### src/rtl/wsg_pkg.sv
package wsg_pkg;

  // Wait-state sequencer states
  typedef enum logic [1:0] {
    WS_IDLE = 2'd0,  // no stretched access in flight
    WS_LEG  = 2'd1,  // access occupies the legacy PHI2 phase
    WS_REL  = 2'd2   // ready released, CPU finishing its cycle
  } ws_state_t;

endpackage

### src/rtl/wsg_clkgen.sv
module wsg_clkgen #(
  parameter int DIV = 14
) (
  input  logic clk,
  input  logic rst_n,
  output logic cpu_clk,
  output logic phi1,
  output logic phi2,
  output logic cpu_fall,
  output logic ph2_rise,
  output logic ph2_fall
);

  localparam int CW   = $clog2(DIV);
  localparam int HALF = DIV / 2;
  localparam logic [CW-1:0] LAST   = CW'(DIV - 1);
  localparam logic [CW-1:0] P1_ON  = CW'(1);
  localparam logic [CW-1:0] P1_OFF = CW'(HALF - 1);
  localparam logic [CW-1:0] P2_ON  = CW'(HALF + 1);

  logic [CW-1:0] cnt_q, cnt_d;
  logic          cpu_d, phi1_d, phi2_d;

  // Phase index: one full legacy period per wrap
  always_comb begin
    if (cnt_q == LAST) cnt_d = '0;
    else               cnt_d = cnt_q + 1'b1;
    cpu_d    = cnt_d[0];
    phi1_d   = (cnt_d >= P1_ON) && (cnt_d <= P1_OFF);
    phi2_d   = (cnt_d >= P2_ON);
    // Event strobes for the master edge about to happen
    cpu_fall = ~cnt_d[0];
    ph2_rise = (cnt_d == P2_ON);
    ph2_fall = (cnt_d == '0);
  end

  // Registered clock outputs, free of decode glitches
  always_ff @(posedge clk or negedge rst_n) begin
    if (!rst_n) begin
      cnt_q   <= '0;
      cpu_clk <= 1'b0;
      phi1    <= 1'b0;
      phi2    <= 1'b0;
    end else begin
      cnt_q   <= cnt_d;
      cpu_clk <= cpu_d;
      phi1    <= phi1_d;
      phi2    <= phi2_d;
    end
  end

endmodule

### src/rtl/wsg_decode.sv
module wsg_decode #(
  parameter int BANK_W = 8,
  parameter int ADDR_W = 16,
  parameter int NBANK  = 4,
  parameter logic [ADDR_W-1:0] IO_LO  = 16'h9000,
  parameter logic [ADDR_W-1:0] IO_HI  = 16'h9FFF,
  parameter logic [ADDR_W-1:0] ROM_LO = 16'hC000
) (
  input  logic [BANK_W-1:0] bank,
  input  logic [ADDR_W-1:0] addr,
  input  logic              vda,
  input  logic              slow_ram,
  output logic              slow_req
);

  localparam int BSEL_W = $clog2(NBANK);

  logic in_home, in_io, in_rom;

  // Upper bank bits are ignored: higher banks alias the low ones
  always_comb begin
    in_home  = (bank[BSEL_W-1:0] == '0);
    in_io    = (addr >= IO_LO) && (addr <= IO_HI);
    in_rom   = (addr >= ROM_LO);
    slow_req = vda && (slow_ram || (in_home && (in_io || in_rom)));
  end

endmodule

### src/rtl/wsg_wait.sv
module wsg_wait
  import wsg_pkg::*;
(
  input  logic clk,
  input  logic rst_n,
  input  logic slow_req,
  input  logic cpu_fall,
  input  logic ph2_rise,
  input  logic ph2_fall,
  output logic rdy,
  output logic leg_cyc
);

  ws_state_t state_q, state_d;
  logic      state_en;

  // Next state: every move lands on a CPU-clock falling edge
  always_comb begin
    state_d  = state_q;
    state_en = 1'b0;
    unique case (state_q)
      WS_IDLE: if (slow_req && ph2_rise) begin
        state_d  = WS_LEG;
        state_en = 1'b1;
      end
      WS_LEG: if (ph2_fall) begin
        state_d  = WS_REL;
        state_en = 1'b1;
      end
      WS_REL: if (cpu_fall) begin
        state_d  = WS_IDLE;
        state_en = 1'b1;
      end
      default: begin
        state_d  = WS_IDLE;
        state_en = 1'b1;
      end
    endcase
  end

  always_ff @(posedge clk or negedge rst_n) begin
    if (!rst_n)        state_q <= WS_IDLE;
    else if (state_en) state_q <= state_d;
  end

  // Ready drops with a slow address and rises once the legacy phase ends
  always_comb begin
    rdy     = ~(slow_req && (state_q != WS_REL));
    leg_cyc = (state_q == WS_LEG);
  end

endmodule

### src/rtl/wsg_top.sv
module wsg_top #(
  parameter int DIV    = 14,
  parameter int BANK_W = 8,
  parameter int ADDR_W = 16,
  parameter int NBANK  = 4,
  parameter logic [ADDR_W-1:0] IO_LO  = 16'h9000,
  parameter logic [ADDR_W-1:0] IO_HI  = 16'h9FFF,
  parameter logic [ADDR_W-1:0] ROM_LO = 16'hC000
) (
  input  logic              clk_mst,
  input  logic              rst_n,
  input  logic              cfg_slow_ram,
  input  logic [BANK_W-1:0] cpu_bank,
  input  logic [ADDR_W-1:0] cpu_addr,
  input  logic              cpu_vda,
  output logic              cpu_clk,
  output logic              leg_phi1,
  output logic              leg_phi2,
  output logic              cpu_rdy,
  output logic              leg_cyc
);

  logic [1:0] sync_q;
  logic       rst_sync;
  logic       cpu_fall, ph2_rise, ph2_fall, slow_req;

  // Reset asserts at once, releases after two master edges
  always_ff @(posedge clk_mst or negedge rst_n) begin
    if (!rst_n) sync_q <= '0;
    else        sync_q <= {sync_q[0], 1'b1};
  end
  assign rst_sync = sync_q[1];

  wsg_clkgen #(.DIV(DIV)) u_clk (
    .clk      (clk_mst),
    .rst_n    (rst_sync),
    .cpu_clk  (cpu_clk),
    .phi1     (leg_phi1),
    .phi2     (leg_phi2),
    .cpu_fall (cpu_fall),
    .ph2_rise (ph2_rise),
    .ph2_fall (ph2_fall)
  );

  wsg_decode #(
    .BANK_W (BANK_W),
    .ADDR_W (ADDR_W),
    .NBANK  (NBANK),
    .IO_LO  (IO_LO),
    .IO_HI  (IO_HI),
    .ROM_LO (ROM_LO)
  ) u_dec (
    .bank     (cpu_bank),
    .addr     (cpu_addr),
    .vda      (cpu_vda),
    .slow_ram (cfg_slow_ram),
    .slow_req (slow_req)
  );

  wsg_wait u_wait (
    .clk      (clk_mst),
    .rst_n    (rst_sync),
    .slow_req (slow_req),
    .cpu_fall (cpu_fall),
    .ph2_rise (ph2_rise),
    .ph2_fall (ph2_fall),
    .rdy      (cpu_rdy),
    .leg_cyc  (leg_cyc)
  );

endmodule

### config.mk
export PLATFORM = sky130hd
export DESIGN_NAME = wsg_top
export DESIGN_NICKNAME = d
export VERILOG_FILES = /design/src/rtl/wsg_pkg.sv /design/src/rtl/wsg_clkgen.sv /design/src/rtl/wsg_decode.sv /design/src/rtl/wsg_wait.sv /design/src/rtl/wsg_top.sv
export SDC_FILE = /design/constraint.sdc
export NUM_CORES = 1
export LEC_CHECK = 0
export BUFFER_PORTS_ARGS = -buffer_cell sky130_fd_sc_hd__buf_4
export CAP_MARGIN = 20
export CORE_AREA = 2 2 39 41
export CTS_CLUSTER_DIAMETER = 100
export DETAILED_ROUTE_END_ITERATION = 16
export DIE_AREA = 0 0 41 43
export GPL_TIMING_DRIVEN = 1
export HOLD_SLACK_MARGIN = 0.03
export PLACE_DENSITY = 0.73
export SLEW_MARGIN = 20
export SYNTH_ARGS = -nofsm -noshare
export SYNTH_HDL_FRONTEND = slang
export SYNTH_SLANG_ARGS = --single-unit
### constraint.sdc
create_clock -name clk_mst -period 0.8 [get_ports clk_mst]
set_input_delay 0.04 -clock clk_mst [delete_from_list [all_inputs] [get_ports clk_mst]]
set_output_delay 0.04 -clock clk_mst [all_outputs]
set_load 0.05 [all_outputs]
==> results.cfg <==
[timing]
fin_crit_sh = 1.50
finalSetupViolCount = 11
whs_ns = 0.0893
slew_violations = 0
hold_violations = 0
finClkSkew_ns = 0.00233
clock.fmax_ghz = 0.832
rsz0062_at_grt = yes
layout_setup_ws_ns = -0.402
fin_crit_ns = 1.20

[floorplan]
die_h_um = 43
rows = 14
start_util = 0.314
coreArea_um2 = 1380
dieArea_um2 = 1760
io_pins = 33
die_x_um = 41

[setup_path]
critPathRequiredTime_ns = 1.01
path_cells = or4b_4 > o2bb2ai_2 > a21o_1
start_kind = flop
crit_type = reg -> reg
crit_path_top_delay_cell = or4b_4
cp_max_fo = 2
max_stage_delay_ns = 0.55
critPathCaptureType = flop
crit_arrival_ns = 1.41

[outcome]
violations = negative setup slack
status = finished with violations

[route]
viasPerCell = 4.75
first_pass_iters = 2
wl_per_cell_um = 12.5
drt_iter0_drc = 7
drt_wl_total_um = 1060
drc = 0
ant_nets = 0
vias = 404

[global_route]
overflow = 0
antenna_found_initial = 0
grt_pass1_wl_um = 1600
grt_start_max_net_pins = 9
grt_pass1_vias = 405
grt_usage = 0.145

[yosys]
synthArstFlopShare = 1.00
synth.top_cell.area_share = 0.576
synth-main-ff-cell = dfrtp_1
synth-edff-count = 0
syn_area_um2 = 434
synth_top_area_cell = dfrtp_1
yosys_warnings = 0
synth.area.top_cells = dfrtp_1 58%, o21ai_0 6.9%, nand2_1 3.5%
syn-instance-count = 41
synth_cell_type_count = 19
synth_common_cells = 10 x dfrtp_1, 6 x o21ai_0, 4 x nand2_1
synthMostInstantiatedCell = dfrtp_1
ys_ff_latch = 10
syn_nets = 69
synth_seq_area_share = 0.576
avgSynthCellArea_um2 = 10.6

[finish]
fill_cells = 119
drive_gt1_frac = 0.652
final_nets = 98
seq_area_um2 = 253
multi_input_area_um2 = 226
antennaDiodeCount = 0
post-route-util = 0.571
syn2layout_area_growth_pct = 81.8

[power]
p_leak_nw = 0.372
ir_drop_mv = 0.726
power.density_nw_per_um2 = 1310

[hold_path]
hp-class = in -> async

[placement]
hpwl_um = 707
dp_worst_setup_slack_ns = -0.420
routabilityCongestion = 0.760
numPortBuffers = 14

[clock_tree]
clk_latency_ns = 0.26
root_buffer = clkbuf_4
cts_inserted_buffers = 3
cts_buffer_depth = 2
clock-sinks = 10
htree_levels = 1
clk_pin_slew_ns = 0.07
cts_tree = yes

[job]
cap_violations = 0
## critical path: cells and delay by family, from the launching register on
| family | cells | cell delay (ns) |
|---|---|---|
| flip-flops | 1 | 0.38 |
| AND/OR/NAND/NOR | 1 | 0.55 |
| AO/OA/AOI/OAI | 2 | 0.22 |
## cell usage in the layout (no fill, tap or decap), types with 2 or more instances in the layout
master / instances
buf_4: 12
buf_6: 12
dfrtp_1: 8
o21ai_1: 4
clkbuf_4: 3
nand2b_4: 2
nand2_2: 2
o21ai_2: 2
nand4_1: 2
dfrtp_2: 2
## stage by stage
stage          area (um2)  power (mW)  instances  setup TNS, ns
2_1_floorplan         442       0.547         41          -2.10
3_3_place_gp          596       0.589         75          -1.05
3_5_place_dp          596       0.591         75          -1.18
4_1_cts               729        1.05         84          -1.97
5_1_grt               790        1.09         85          -2.32
6_report              790        1.04         85          -1.88
## final cells by class
type | count | area share
Multi-Input combinational cell | 28 | 0.287
Inverter | 1 | 0.00475
Clock buffer | 4 | 0.0460
Sequential cell | 10 | 0.320
Tap cell | 16 | 0.0254
Timing Repair Buffer | 26 | 0.317
## power breakdown
group          internal [mW]  switching (mW)
Sequential             0.510         0.00804
Combinational         0.0417          0.0267
Clock                  0.276           0.174
Total                  0.828           0.209
## kinds of logic after synthesis
group,after synthesis,synth area share
AOI/OAI and AO/OA,11,0.156
buffers and inverters,3,0.0461
DFF,10,0.576
muxes,1,0.0259
other,1,0.00864
and+or+nand+nor,15,0.187
## layer usage
layer / part of all wire / wire [um] / track usage / vias to the layer above
met2: 0.59 / 622 / 0.209 / 2
met5: 0 / 0 / 0 / -
met1: 0.38 / 401 / 0.162 / 204
met4: 0.014 / 15 / 0.140 / 0
met3: 0.018 / 19 / 0.0314 / 2
li1: - / - / - / 196
## final timing paths
check	startpoint	endpoint	slack [ns]	depth (start not counted)
worst max-delay path	u_wait.state_q[1]	u_wait.state_q[0]	-0.40	3
worst min-delay path	rst_n	sync_q[0]	0.09	2
worst max register to register	u_wait.state_q[1]	u_wait.state_q[0]	-0.40	3
worst min register to register	sync_q[1]	u_wait.state_q[1]	0.13	0
max in group asynchronous	sync_q[1]	u_clk.cnt_q[0]	0.41	0
min in group clk_mst	cpu_addr[15]	u_wait.state_q[0]	0.17	3
## sequential cells by signal (all words and copies together) (netlist names)
signal / flops
u_wait.state_q: 2
u_clk.cnt_q: 4
sync_q: 2
u_clk.phi1: 1
u_clk.phi2: 1
## timing repair
item	4_1_cts	5_1_grt
endpoints found under the setup margin	11	12
gates resized for setup	20	13
hold buffers	1	0
gates cloned	0	0
setup buffers	4	1
hold endpoints to repair	2	0
pin swaps	2	4
(Power assumes the default switching activity.)
